<file path="src/rtl/i2c_srx_pkg.sv">
package i2c_srx_pkg;

  typedef enum logic [1:0] {
    ST_IDLE = 2'd0,
    ST_ADDR = 2'd1,
    ST_DATA = 2'd2,
    ST_SKIP = 2'd3
  } srx_state_e;

  typedef struct packed {
    logic scl_rise;
    logic scl_fall;
    logic start;
    logic stop;
  } srx_evt_t;

endpackage

</file>
<file path="src/rtl/i2c_srx_sync.sv">
module i2c_srx_sync
  import i2c_srx_pkg::*;
#(
  parameter int STAGES = 2
) (
  input  logic     clk,
  input  logic     rst_n,
  input  logic     scl_i,
  input  logic     sda_i,
  output logic     sda_s,
  output srx_evt_t evt
);

  localparam int NLINES = 2;

  logic [NLINES-1:0] line_in;
  logic [NLINES-1:0] line_s;
  logic [NLINES-1:0] line_p;

  assign line_in = {sda_i, scl_i};

  // one flop chain per bus line, idle level high
  for (genvar g = 0; g < NLINES; g++) begin : g_line
    logic [STAGES-1:0] chain;
    always_ff @(posedge clk or negedge rst_n) begin
      if (!rst_n) begin
        chain <= '1;
      end else begin
        chain <= {chain[STAGES-2:0], line_in[g]};
      end
    end
    assign line_s[g] = chain[STAGES-1];
  end

  always_ff @(posedge clk or negedge rst_n) begin
    if (!rst_n) begin
      line_p <= '1;
    end else begin
      line_p <= line_s;
    end
  end

  logic scl_now, scl_was, sda_now, sda_was;
  assign scl_now = line_s[0];
  assign scl_was = line_p[0];
  assign sda_now = line_s[1];
  assign sda_was = line_p[1];

  assign sda_s        = sda_now;
  assign evt.scl_rise = scl_now & ~scl_was;
  assign evt.scl_fall = ~scl_now & scl_was;
  assign evt.start    = scl_now & scl_was & sda_was & ~sda_now;
  assign evt.stop     = scl_now & scl_was & ~sda_was & sda_now;

endmodule

</file>
<file path="src/rtl/i2c_srx_rxbuf.sv">
module i2c_srx_rxbuf #(
  parameter int DATA_W = 8
) (
  input  logic              clk,
  input  logic              rst_n,
  input  logic              load,
  input  logic [DATA_W-1:0] load_data,
  input  logic              take,
  output logic              full,
  output logic [DATA_W-1:0] data
);

  // a load arriving while full and not being taken is dropped so the
  // pending byte never changes under the host
  logic accept;
  assign accept = load & (~full | take);

  always_ff @(posedge clk or negedge rst_n) begin
    if (!rst_n) begin
      full <= 1'b0;
      data <= '0;
    end else begin
      if (take) begin
        full <= 1'b0;
      end
      if (accept) begin
        full <= 1'b1;
        data <= load_data;
      end
    end
  end

endmodule

</file>
<file path="src/rtl/i2c_srx_ctrl.sv">
module i2c_srx_ctrl
  import i2c_srx_pkg::*;
#(
  parameter int ADDR_W = 7
) (
  input  logic              clk,
  input  logic              rst_n,
  input  logic              active,
  input  logic [ADDR_W-1:0] own_addr,
  input  logic              ack_cfg,
  input  srx_evt_t          evt,
  input  logic              sda_s,
  input  logic              rx_full,
  input  logic              rd_take,
  output logic              load,
  output logic [ADDR_W:0]   load_data,
  output logic              scl_low,
  output logic              sda_low,
  output logic              stop_pulse
);

  localparam int DATA_W = ADDR_W + 1;
  localparam int CNT_W  = $clog2(DATA_W + 2);
  localparam logic [CNT_W-1:0] LAST = CNT_W'(DATA_W);
  localparam logic [CNT_W-1:0] ACKC = CNT_W'(DATA_W + 1);

  srx_state_e        state;
  logic [CNT_W-1:0]  cnt;
  logic [DATA_W-1:0] shreg;
  logic              ack_lvl;
  logic              frame_ack;
  logic              addr_hit;
  logic              take_frame;

  assign addr_hit   = (shreg[DATA_W-1:1] == own_addr) && !shreg[0];
  assign take_frame = (state == ST_DATA) || ((state == ST_ADDR) && addr_hit);
  assign load_data  = shreg;

  always_ff @(posedge clk or negedge rst_n) begin
    if (!rst_n) begin
      state      <= ST_IDLE;
      cnt        <= '0;
      shreg      <= '0;
      ack_lvl    <= 1'b0;
      frame_ack  <= 1'b0;
      sda_low    <= 1'b0;
      scl_low    <= 1'b0;
      load       <= 1'b0;
      stop_pulse <= 1'b0;
    end else begin
      load       <= 1'b0;
      stop_pulse <= 1'b0;
      if (!active) begin
        state     <= ST_IDLE;
        cnt       <= '0;
        frame_ack <= 1'b0;
        sda_low   <= 1'b0;
        scl_low   <= 1'b0;
      end else if (evt.stop) begin
        state      <= ST_IDLE;
        cnt        <= '0;
        frame_ack  <= 1'b0;
        sda_low    <= 1'b0;
        scl_low    <= 1'b0;
        stop_pulse <= 1'b1;
      end else if (evt.start) begin
        state     <= ST_ADDR;
        cnt       <= '0;
        frame_ack <= 1'b0;
        sda_low   <= 1'b0;
        scl_low   <= 1'b0;
      end else if (state != ST_IDLE) begin
        // end of stretch once the pending byte is gone
        if (scl_low && (!rx_full || rd_take)) begin
          scl_low <= 1'b0;
        end
        if (evt.scl_rise) begin
          if (cnt < LAST) begin
            shreg <= {shreg[DATA_W-2:0], sda_s};
            cnt   <= cnt + 1'b1;
            if (cnt == '0) begin
              ack_lvl <= ack_cfg;
            end
          end else if (cnt == LAST) begin
            cnt  <= ACKC;
            load <= frame_ack;
          end
        end
        if (evt.scl_fall) begin
          if (cnt == LAST) begin
            if (take_frame) begin
              frame_ack <= 1'b1;
              sda_low   <= !ack_lvl;
              scl_low   <= rx_full && !rd_take;
            end else begin
              frame_ack <= 1'b0;
            end
          end else if (cnt == ACKC) begin
            cnt     <= '0;
            sda_low <= 1'b0;
            if (state == ST_ADDR) begin
              state <= frame_ack ? ST_DATA : ST_SKIP;
            end
          end
        end
      end
    end
  end

endmodule

</file>
<file path="src/rtl/i2c_slave_rx.sv">
module i2c_slave_rx
  import i2c_srx_pkg::*;
#(
  parameter int ADDR_W      = 7,
  parameter int SYNC_STAGES = 2
) (
  input  logic              clk,
  input  logic              rst_n,
  input  logic              cfg_enable,
  input  logic              cfg_slave_rx,
  input  logic [ADDR_W-1:0] cfg_own_addr,
  input  logic              cfg_ack_nack,
  input  logic              scl_i,
  input  logic              sda_i,
  output logic              scl_drive_low,
  output logic              sda_drive_low,
  output logic              rx_valid,
  input  logic              rx_ready,
  output logic [ADDR_W:0]   rx_data,
  output logic              stop_seen,
  input  logic              stop_clr
);

  localparam int DATA_W = ADDR_W + 1;

  srx_evt_t          evt;
  logic              sda_s;
  logic              active;
  logic              take;
  logic              load;
  logic [DATA_W-1:0] load_data;
  logic              stop_pulse;

  assign active = cfg_enable & cfg_slave_rx;
  assign take   = rx_valid & rx_ready;

  i2c_srx_sync #(.STAGES(SYNC_STAGES)) u_sync (
    .clk   (clk),
    .rst_n (rst_n),
    .scl_i (scl_i),
    .sda_i (sda_i),
    .sda_s (sda_s),
    .evt   (evt)
  );

  i2c_srx_ctrl #(.ADDR_W(ADDR_W)) u_ctrl (
    .clk        (clk),
    .rst_n      (rst_n),
    .active     (active),
    .own_addr   (cfg_own_addr),
    .ack_cfg    (cfg_ack_nack),
    .evt        (evt),
    .sda_s      (sda_s),
    .rx_full    (rx_valid),
    .rd_take    (take),
    .load       (load),
    .load_data  (load_data),
    .scl_low    (scl_drive_low),
    .sda_low    (sda_drive_low),
    .stop_pulse (stop_pulse)
  );

  i2c_srx_rxbuf #(.DATA_W(DATA_W)) u_rxbuf (
    .clk       (clk),
    .rst_n     (rst_n),
    .load      (load),
    .load_data (load_data),
    .take      (take),
    .full      (rx_valid),
    .data      (rx_data)
  );

  always_ff @(posedge clk or negedge rst_n) begin
    if (!rst_n) begin
      stop_seen <= 1'b0;
    end else if (stop_pulse) begin
      stop_seen <= 1'b1;
    end else if (stop_clr) begin
      stop_seen <= 1'b0;
    end
  end

endmodule

</file>
<file path="config.mk">
export PLATFORM = sky130hd
export DESIGN_NAME = i2c_slave_rx
export DESIGN_NICKNAME = d
export VERILOG_FILES = /design/src/rtl/i2c_srx_pkg.sv /design/src/rtl/i2c_srx_sync.sv /design/src/rtl/i2c_srx_rxbuf.sv /design/src/rtl/i2c_srx_ctrl.sv /design/src/rtl/i2c_slave_rx.sv
export SDC_FILE = /design/constraint.sdc
export NUM_CORES = 1
export LEC_CHECK = 0
export BUFFER_PORTS_ARGS = -buffer_cell sky130_fd_sc_hd__buf_2
export CAP_MARGIN = 10
export CORE_AREA = 3 3 63 77
export DETAILED_ROUTE_END_ITERATION = 10
export DIE_AREA = 0 0 66 80
export SLEW_MARGIN = 40
export SYNTH_ARGS = -nofsm -noshare
export SYNTH_HDL_FRONTEND = slang
export SYNTH_SLANG_ARGS = --single-unit
</file>
<file path="constraint.sdc">
create_clock -name clk -period 2.1 [get_ports clk]
set_clock_uncertainty 0.2 [all_clocks]
set_input_delay 0.21 -clock clk [delete_from_list [all_inputs] [get_ports clk]]
set_output_delay 0.21 -clock clk [all_outputs]
set_load 0.03 [all_outputs]
</file>
==> flow_metrics.tcl, run 1 <==
set metrics [dict create \
    status "finished clean" \
    hold_violations 0 \
    placed_area_um2 1880 \
    hp-start "cfg_slave_rx" \
    htree_levels 2 \
    clk_pin_slew_ns 0.07 \
    grt_pass1_wl_um 5580 \
    min_delay_worst_endpoint "u_ctrl.state[0]" \
    wl_met3_um 157 \
    drtIter0Drc 37 \
    start_util_pct 39.5 \
    grt-ovfl-total 0 \
    worstPathMaxFanout 5 \
    maxSlewViolCount 0 \
    clock_sinks 36 \
    cap_violations 0 \
    crit_arrival_ns 1.96 \
    syn-instance-count 141 \
    final_cell_area_um2 2020 \
    dieArea_um2 5280 \
    fp.dieH_um 80 \
    top_level_ports 28 \
    rrSetupSlack_ns 0.13 \
    viasPerCell 5.10 \
    drive_above_1_share_pct 37.9 \
    fin_nets 200 \
    synthMuxAreaShare_pct 11.5 \
    synthSimpleGateAreaFrac_pct 15.6 \
    tritoncts "built" \
    power_per_cell_area_nw_per_um2 617 \
    fmax_mhz 508 \
    fin_hold_ws_ns 0.0196 \
    tns_ns 0 \
    avgSynthCellArea_um2 11.8 \
    final_core_util_pct 48.0 \
    fp.coreArea_um2 4200 \
    period_needed_ns 1.97 \
    areaGrowthSynthToFinish_pct 21.6 \
    io_buffers 27 \
    ant_nets 0 \
    vdd_drop_max_mv 0.346 \
    reg2reg_to "u_ctrl.scl_low" \
    end_kind "flip-flop" \
    grt_antenna_before_repair 0 \
    setup_viol 0 \
    rsz0062_at_grt "false" \
    leakage_nw 0.967 \
    max-slew-margin-rel_pct 71.1 \
    worst_pin_slew_ns 0.433 \
    r2r_cells 5 \
    startpoint_type "flip-flop" \
    crit_type "flip-flop to flip-flop" \
    hold_depth 2 \
    synth_adder_area_share_pct 2.26 \
    rows 26 \
    ys_warn_count 0 \
    vias 1214 \
    finalCritPeriodShare_pct 93.8 \
    wl_met2_um 1700 \
    synth_top_cells_by_area "dfrtp_1 45%, mux2_2 12%, dfstp_2 9.5%, nand2b_1 2.6%, xnor2_1 2.6%" \
    synth_top_cell_by_area "dfrtp_1" \
    seqCellArea_um2 908 \
    grt_pass1_vias 1284 \
    top_layer "met4" \
    syn_area_um2 1660 \
    gp_congestion 0.925 \
    dieWidth_um 66 \
    timing.rr.start "u_ctrl.state[0]" \
    combPwrFrac_pct 5.5 \
    p_sw_mw 0.275 \
    cts-root-buf "clkbuf_8" \
    antenna_cells 0 \
    min_path_type "primary input to flip-flop" \
    wire_per_inst_um 13.2 \
    synth_top_family_by_area "simple AND/OR/NAND/NOR gates" \
    postCtsResizedCells 0 \
    synth_compound_area_share_pct 9.21 \
    ys_seq_area_share_pct 54.8 \
    max-clock-path-buffers 2 \
    wl_met1_um 1240 \
    n_fill_cell 393 \
    grt_usage_pct 13.9 \
    cts_setup_buffers 0 \
    ys_seq_elements 36 \
    grt_start_max_net_pins 37 \
    swShare_pct 22.1 \
    critical_path_required_ns 2.09 \
    multi_input_area_um2 719 \
    ys_types 36 \
    synth_top_area_share_pct 45.3 \
    place_hpwl_um 2390 \
    seq_power_share_pct 57.4 \
    internal_power_mw 0.970 \
    insertion_delay_ns 0.29 \
    cts_made_buffers 5 \
    dr.pass1.iters 4 \
    drc 0 \
    routed_wl_um 3140 \
    clkPwrFrac_pct 37.1 \
    synth_nets 160 \
    synth_xor_area_share_pct 4.75 \
]
-- metrics by stage --
stage / power, mW / std cells / setup slack, ns
after CTS: 1.27 / 238 / 0.0950
after detailed placement: 0.789 / 225 / 0.128
after global placement: 0.788 / 225 / 0.184
after global routing: 1.31 / 238 / 0.0241
final: 1.24 / 238 / 0.130
after floorplan: 0.751 / 141 / 0.192
-- layout make-up --
type                            instances  area share, %
Tap cell                               56           3.48
Timing Repair Buffer                   35           10.4
Inverter                                6           1.12
Clock inverter                          2          0.621
Multi-Input combinational cell         97           35.7
Clock buffer                            6           3.60
Sequential cell                        36           45.1
-- worst max path at each step --
stage | cells past startpoint | endpoint | startpoint
final | 5 | u_ctrl.scl_low | u_ctrl.state[0]
after global routing | 5 | u_ctrl.scl_low | u_ctrl.state[0]
after CTS | 5 | u_ctrl.scl_low | u_ctrl.state[0]
after detailed placement | 5 | u_ctrl.scl_low | u_ctrl.state[0]
after global placement | 5 | u_ctrl.sda_low | u_ctrl.state[0]
after floorplan | 6 | u_ctrl.ack_lvl | u_sync.g_line[0].chain[1]
-- synth_stat cells --
master,instances
and3_1,1
nor2_1,8
clkbuf_1,2
nor4_1,1
dfrtp_1,30
a21o_1,1
o21ai_2,1
o21ai_0,6
and2b_2,1
inv_1,5
nor3_1,4
o21bai_1,1
mux2_2,17
xnor2_1,5
a21boi_1,1
nand3_1,2
xor2_1,4
o211ai_1,1
dfstp_2,6
o2111ai_1,1
a31o_2,1
or3b_2,1
inv_2,1
nand4_1,2
nor2b_1,4
nor4_4,1
nand2b_1,7
nor3b_1,2
or4_4,1
a31oi_1,1
a221oi_2,1
a21oi_1,7
a41o_1,1
or2_2,1
ha_1,3
nand2_1,9
-- logic make-up after synthesis --
logic type      after synthesis
simple gates                 45
flops                        36
compound gates               23
mux                          17
xor+xnor                      9
buf+inv                       8
fa+ha+maj                     3
-- per-layer routing --
metal | global-route usage [%] | vias to the layer above
met1 | 15.3 | 601
met3 | 4.51 | 6
li1 | - | 570
met4 | 5.49 | 0
met5 | 0 | -
met2 | 24.5 | 37
-- power groups by stage --
stage / clock, mW / sequential, mW / combinational (mW)
after floorplan: 0 / 0.726 / 0.0254
after global placement: 0 / 0.727 / 0.0615
after detailed placement: 0 / 0.727 / 0.0623
after CTS: 0.486 / 0.714 / 0.0696
after global routing: 0.516 / 0.716 / 0.0774
final: 0.462 / 0.714 / 0.0682
-- cell usage in the layout (no fill, tap or decap), types with 2 or more instances in the layout --
cell / synthesis / final
a21oi_1: 7 / 7
buf_2: 0 / 26
buf_4: 0 / 4
clkbuf_8: 0 / 5
dfrtp_1: 30 / 30
dfstp_2: 6 / 6
dlygate4sd3_1: 0 / 5
ha_1: 3 / 3
inv_1: 5 / 5
mux2_2: 17 / 17
nand2_1: 9 / 9
nand2b_1: 7 / 7
nand3_1: 2 / 2
nand4_1: 2 / 2
nor2_1: 8 / 8
nor2b_1: 4 / 4
nor3_1: 4 / 4
nor3b_1: 2 / 2
o21ai_0: 6 / 6
xnor2_1: 5 / 5
xor2_1: 4 / 4
-- flip-flops by register name, indices dropped and copies added (netlist names), 2 cells and up --
name / flops
u_sync.g_line.chain: 4
u_ctrl.state: 2
u_ctrl.load_data: 8
u_sync.line_p: 2
u_ctrl.cnt: 4
u_rxbuf.data: 8
-- critical path: stages, from the launching register on --
cell and delay (ns):
dfrtp_1 0.41, inv_2 0.05, or4_4 0.54, nor4_4 0.35, o21ai_2 0.11, a221oi_2 0.21
-- repair_timing --
action,in CTS,in global routing
endpoints found under the setup margin,0,0
endpoints found under the hold margin,34,0
hold buffers,5,0
(Power assumes the default switching activity.)
==> run 2: changes to the inputs <==
--- a/config.mk
+++ b/config.mk
@@ -7,10 +7,11 @@
 export LEC_CHECK = 0
 export BUFFER_PORTS_ARGS = -buffer_cell sky130_fd_sc_hd__buf_2
 export CAP_MARGIN = 10
-export CORE_AREA = 3 3 63 77
+export CORE_AREA = 3 3 64 78
 export DETAILED_ROUTE_END_ITERATION = 10
-export DIE_AREA = 0 0 66 80
+export DIE_AREA = 0 0 67 81
 export SLEW_MARGIN = 40
 export SYNTH_ARGS = -nofsm -noshare
 export SYNTH_HDL_FRONTEND = slang
+export SYNTH_HIERARCHICAL = 1
 export SYNTH_SLANG_ARGS = --single-unit
==> run 2 against run 1 <==
  * Worst setup slack got worse by 0.13 ns
  * Combinational power rose by 4.7%
  * Total power increased by 2.4%
  * Highest routed layer unchanged
  * Cell count decreased by 1.7%
  * Maximum frequency is 6.1% lower
  * Register-to-register slack got worse by 0.13 ns
  * Sequential share of layout area shrank 3.1 points
  * Critical endpoint is now u_ctrl/ack_lvl
  * Via count down 1.7%
==> flow_metrics.tcl, run 2 <==
set metrics [dict create \
    drtIter0Drc 50 \
    antenna_cells 0 \
    synth_nets 152 \
    synth_common_cells "30 x dfrtp_1, 8 x mux2_4, 7 x inv_1, 7 x xor2_1" \
    ys_seq_area_share_pct 53.3 \
    ys_seq_elements 36 \
    routed_wl_um 3410 \
    worst_pin_slew_ns 0.530 \
    tns_ns 0 \
    ys_warn_count 6 \
    grt_pass1_vias 1226 \
    cts_setup_buffers 0 \
    avgSynthCellArea_um2 12.8 \
    grt_usage_pct 13.6 \
    dp.cells 221 \
    dr.pass1.iters 4 \
    fp.coreArea_um2 4290 \
    tritoncts "built" \
    insertion_delay_ns 0.28 \
    grt_pass1_wl_um 5570 \
    grt_antenna_before_repair 0 \
    rows 26 \
    crit_arrival_ns 2.06 \
    dp_slack_ns -0.0690 \
    leakage_nw 1.06 \
    cts_made_buffers 5 \
    end_kind "flip-flop" \
    rsz0062_at_grt "true" \
    mostFrequentLayoutCells "30 x dfrtp_1, 26 x buf_2, 17 x mux2_4" \
    finalCritPeriodShare_pct 99.9 \
    areaGrowthSynthToFinish_pct 27.0 \
    io_buffers 27 \
    drc 0 \
    grt-ovfl-total 0 \
    place_hpwl_um 2500 \
    fmax_mhz 477 \
    ant_nets 0 \
    crit_type "flip-flop to flip-flop" \
    yosysMostFrequentCell "dfrtp_1" \
    viasPerCell 5.10 \
    synth_top_cells_by_area "dfrtp_1 44%, dfstp_2 9.2%, mux2_4 7.0%, mux2_2 4.0%, xor2_1 3.6%" \
    top_level_ports 28 \
    synth_top_area_share_pct 44.0 \
    fin_cells 234 \
    drive_above_1_share_pct 41.0 \
    maxSlewViolCount 0 \
    ys_types 41 \
    gp_congestion 0.838 \
    setup_viol 0 \
    hold_violations 0 \
    cp_num_buf_inv 1 \
    dieArea_um2 5430 \
    cap_violations 0 \
    dieWidth_um 67 \
    vdd_drop_max_mv 0.436 \
    worstPathMaxFanout 6 \
    syn-instance-count 133 \
    htree_levels 2 \
    power_per_cell_area_nw_per_um2 588 \
    min_path_type "primary input to flip-flop" \
    wire_per_inst_um 14.6 \
    final_core_util_pct 50.4 \
    start_util_pct 39.7 \
    path_delay_family "simple AND/OR/NAND/NOR gates" \
    fp.dieH_um 81 \
    slowest_delay_ns 0.53 \
    critical_path_required_ns 2.06 \
    layout.cells.most_common "dfrtp_1" \
    crit_path_top_delay_cell "dfstp_2" \
    clock_sinks 36 \
    fin_nets 196 \
    ys_async_sr_fraction_pct 100 \
    synth_edf_count 0 \
    vias 1193 \
    status "finished clean" \
    max-clock-path-buffers 2 \
    max-slew-margin-rel_pct 64.3 \
    cts-root-buf "clkbuf_8" \
    yosys_most_used_dff "dfrtp_1" \
    path_cells "and4b_1 > or3b_4 > buf_4 > nor4_4 > mux2_4" \
    fin_ws_ns 0.00221 \
    syn_area_um2 1710 \
    synth_top_cell_by_area "dfrtp_1" \
    period_needed_ns 2.10 \
    clk_pin_slew_ns 0.07 \
    grt_start_max_net_pins 37 \
    startpoint_type "flip-flop" \
]
run 2: final timing paths:
path	from	to	slack, ns	cells past startpoint
min in group asynchronous	rst_n	u_rxbuf/data[3]	0.21	2
worst min register to register	u_sync/g_line[0].chain[0]	u_sync/g_line[0].chain[1]	0.16	0
max in group asynchronous	rst_n	u_sync/line_p[0]	1.15	2
worst min-delay path	cfg_slave_rx	u_ctrl/stop_pulse	0.11	3
worst max-delay path	u_sync/g_line[1].chain[1]	u_ctrl/ack_lvl	0.002	5
worst max register to register	u_sync/g_line[1].chain[1]	u_ctrl/ack_lvl	0.002	5
run 2: tightest hold or removal path, cell delays in order:
cell and delay (ns):
buf_2 0.07, and2_1 0.15, and2_1 0.13
run 2: metal layers:
| layer | up-vias | GRT usage, % | part of all wire [%] |
|---|---|---|---|
| met1 | 593 | 16.0 | 43 |
| li1 | 567 | - | - |
| met3 | 4 | 3.87 | 3.6 |
| met5 | - | 0 | 0 |
| met4 | 0 | 4.87 | 0.76 |
| met2 | 29 | 23.3 | 52 |
run 2: layout make-up:
type                       count  area, um^2
clock inverter                 2        10.0
tap                           56        70.1
multi-input combinational     87         808
clock buffer                   6        82.6
fill                         412        2130
sequential                    36         908
inverter                       7        26.3
timing repair buffer          40         260
run 2: cells by family after synthesis:
logic type                 share of synthesized area [%]
AOI/OAI and AO/OA                                   9.32
xor gates and xnor gates                            4.11
adders and majority gates                           2.20
buffers and inverters                               2.35
DFF                                                 53.3
muxes                                               13.0
and+or+nand+nor                                     15.8
run 2: metrics by stage:
step / hold WS (ns) / instance area [um^2] / total power [mW]
floorplan: -0.286 / 1720 / 0.747
global placement: 0.116 / 1980 / 0.785
detailed placement: 0.117 / 1980 / 0.787
CTS: 0.114 / 2140 / 1.30
global route: 0.115 / 2170 / 1.33
finish: 0.113 / 2170 / 1.27
run 2: repair_timing:
action | in CTS | in global routing
cloned | 0 | 0
setup endpoints to repair | 9 | 9
pin swaps | 1 | 0
hold buffers | 5 | 0
hold endpoints to repair | 34 | 0
gates resized for setup | 7 | 5
run 2: where the power goes:
group	internal [mW]	switching (mW)
Combinational	0.0362	0.0352
Clock	0.261	0.230
Sequential	0.707	0.00518
Total	1.00	0.270
==> run 3: changes to the inputs <==
==> constraint.sdc (replaced) <==
create_clock -name clk -period 1.74 [get_ports clk]
set_clock_uncertainty 0.2 [all_clocks]
set_input_delay 0.348 -clock clk [delete_from_list [all_inputs] [get_ports clk]]
set_output_delay 0.348 -clock clk [all_outputs]
set_load 0.03 [all_outputs]
==> run 3 against run 2 <==
  * The flow now finishes with violations (negative setup slack)
  * Sequential power rose by 21%
  * Total power rose by 22%
  * Sequential share of layout area fell by 2.9 points
  * Critical path type unchanged
  * Critical endpoint unchanged
  * Largest power group unchanged
==> flow_metrics.tcl, run 3 (synthesized netlist as in run 2, its figures left out) <==
set metrics [dict create \
    status "complete, but fails checks" \
    failed_checks "negative setup slack" \
    drive_above_1_share_pct 49.5 \
    drtIter0Drc 54 \
    dieArea_um2 5430 \
    dieWidth_um 67 \
    vdd_drop_max_mv 0.454 \
    rows 26 \
    grt_antenna_before_repair 0 \
    dr.pass1.iters 4 \
    end_kind "flip-flop" \
    tns_ns -3.14 \
    grt_usage_pct 15.1 \
    startpoint_type "flip-flop" \
    insertion_delay_ns 0.29 \
    worstPathMaxFanout 6 \
    io_buffers 27 \
    fmax_mhz 477 \
    layout.cells.most_common "dfrtp_1" \
    slowest_delay_ns 0.52 \
    fin_ws_ns -0.358 \
    grt_start_max_net_pins 20 \
    setup_viol 13 \
    crit_path_top_delay_cell "dfstp_2" \
    antenna_cells 0 \
    place_hpwl_um 2700 \
    ant_nets 0 \
    mostFrequentLayoutCells "30 x dfrtp_1, 27 x buf_2, 21 x buf_4" \
    vias 1220 \
    cap_violations 0 \
    areaGrowthSynthToFinish_pct 36.5 \
    finalCritPeriodShare_pct 121 \
    fin_nets 210 \
    clock_sinks 36 \
    htree_levels 2 \
    period_needed_ns 2.10 \
    gp_congestion 0.803 \
    dp_slack_ns -0.431 \
    critical_path_required_ns 1.71 \
    clk_pin_slew_ns 0.07 \
    viasPerCell 4.92 \
    path_cells "and4b_1 > or3b_4 > buf_4 > nor4_4 > mux2_4" \
    routed_wl_um 3650 \
    top_level_ports 28 \
    tritoncts "built" \
    leakage_nw 1.15 \
    grt_pass1_vias 1264 \
    drc 0 \
    cts_made_buffers 5 \
    power_per_cell_area_nw_per_um2 669 \
    cts-root-buf "clkbuf_8" \
    wire_per_inst_um 14.7 \
    max-slew-margin-rel_pct 71.5 \
    rsz0062_at_grt "true" \
    start_util_pct 39.7 \
    grt-ovfl-total 0 \
    fp.dieH_um 81 \
    hold_violations 0 \
    crit_arrival_ns 2.07 \
    min_path_type "primary input to flip-flop" \
    crit_type "flip-flop to flip-flop" \
    max-clock-path-buffers 2 \
    maxSlewViolCount 0 \
    power_mw 1.56 \
    fp.coreArea_um2 4290 \
    rrSetupSlack_ns -0.36 \
    worst_pin_slew_ns 0.428 \
    grt_pass1_wl_um 6080 \
]
[run 3: changes by cell type in the layout (fill, tap and decap cells not counted), moves of 2 or more]
cell / change
buf_4: +13
clkbuf_1: +2
clkinv_2: -2
dlygate4sd3_1: -2
nor2b_1: -2
nor2b_2: +2
o21ai_2: +2
[run 3: path summary, 6_finish.rpt]
path                       depth (start not counted)                   endpoint                 startpoint
hold reg to reg                                    0  u_sync/g_line[1].chain[1]  u_sync/g_line[1].chain[0]
setup reg to reg                                   5             u_ctrl/ack_lvl           u_sync/line_p[1]
min in group asynchronous                          2            u_rxbuf/data[2]                      rst_n
setup / recovery                                   5             u_ctrl/ack_lvl           u_sync/line_p[1]
hold / removal                                     2             u_ctrl/ack_lvl               cfg_ack_nack
max in group asynchronous                          3        u_ctrl/load_data[1]                      rst_n
[run 3: metal layers]
| metal | global-route usage [%] | routed length [um] | share of wire [%] |
|---|---|---|---|
| met1 | 18.5 | 1530 | 42 |
| met2 | 25.4 | 1920 | 53 |
| met3 | 4.01 | 154 | 4.2 |
| met4 | 5.48 | 50 | 1.4 |
| met5 | 0 | 0 | 0 |
[run 3: final cells by class]
class	instances	area (um^2)
timing repair buffer	54	374
tap	56	70.1
clock buffer	8	90.1
inverter	7	26.3
multi-input combinational	87	858
fill	387	1970
sequential	36	908
[run 3: worst max-delay path, delay by kind of cell (launching register included)]
family	cells	cell delay, ns
flip-flops	1	0.52
AND/OR/NAND/NOR	3	0.77
multiplexers	1	0.33
buffers and inverters	1	0.17
[run 3: report_power, final]
group / internal [mW] / switching, mW / total, mW
clock network: 0.322 / 0.272 / 0.594
logic: 0.0540 / 0.0486 / 0.103
registers: 0.853 / 0.00622 / 0.859
total: 1.23 / 0.327 / 1.56
[run 3: timing repair]
item,CTS,global route
gates resized for setup,21,4
pin swaps,4,3
setup endpoints to repair,16,18
endpoints found under the hold margin,14,0
buffers inserted,2,2
hold buffers,3,0
cloned,0,0
[run 3: through the flow]
| stage | cell area [um^2] | util (%) | std cells | hold slack (ns) |
|---|---|---|---|---|
| global placement | 2090 | 48.7 | 235 | 0.107 |
| detailed placement | 2090 | 48.7 | 235 | 0.115 |
| floorplan | 1720 | - | 133 | -0.148 |
| CTS | 2320 | 53.9 | 248 | 0.105 |
| global route | 2330 | 54.2 | 248 | 0.104 |
| finish | 2330 | 54.2 | 248 | 0.115 |
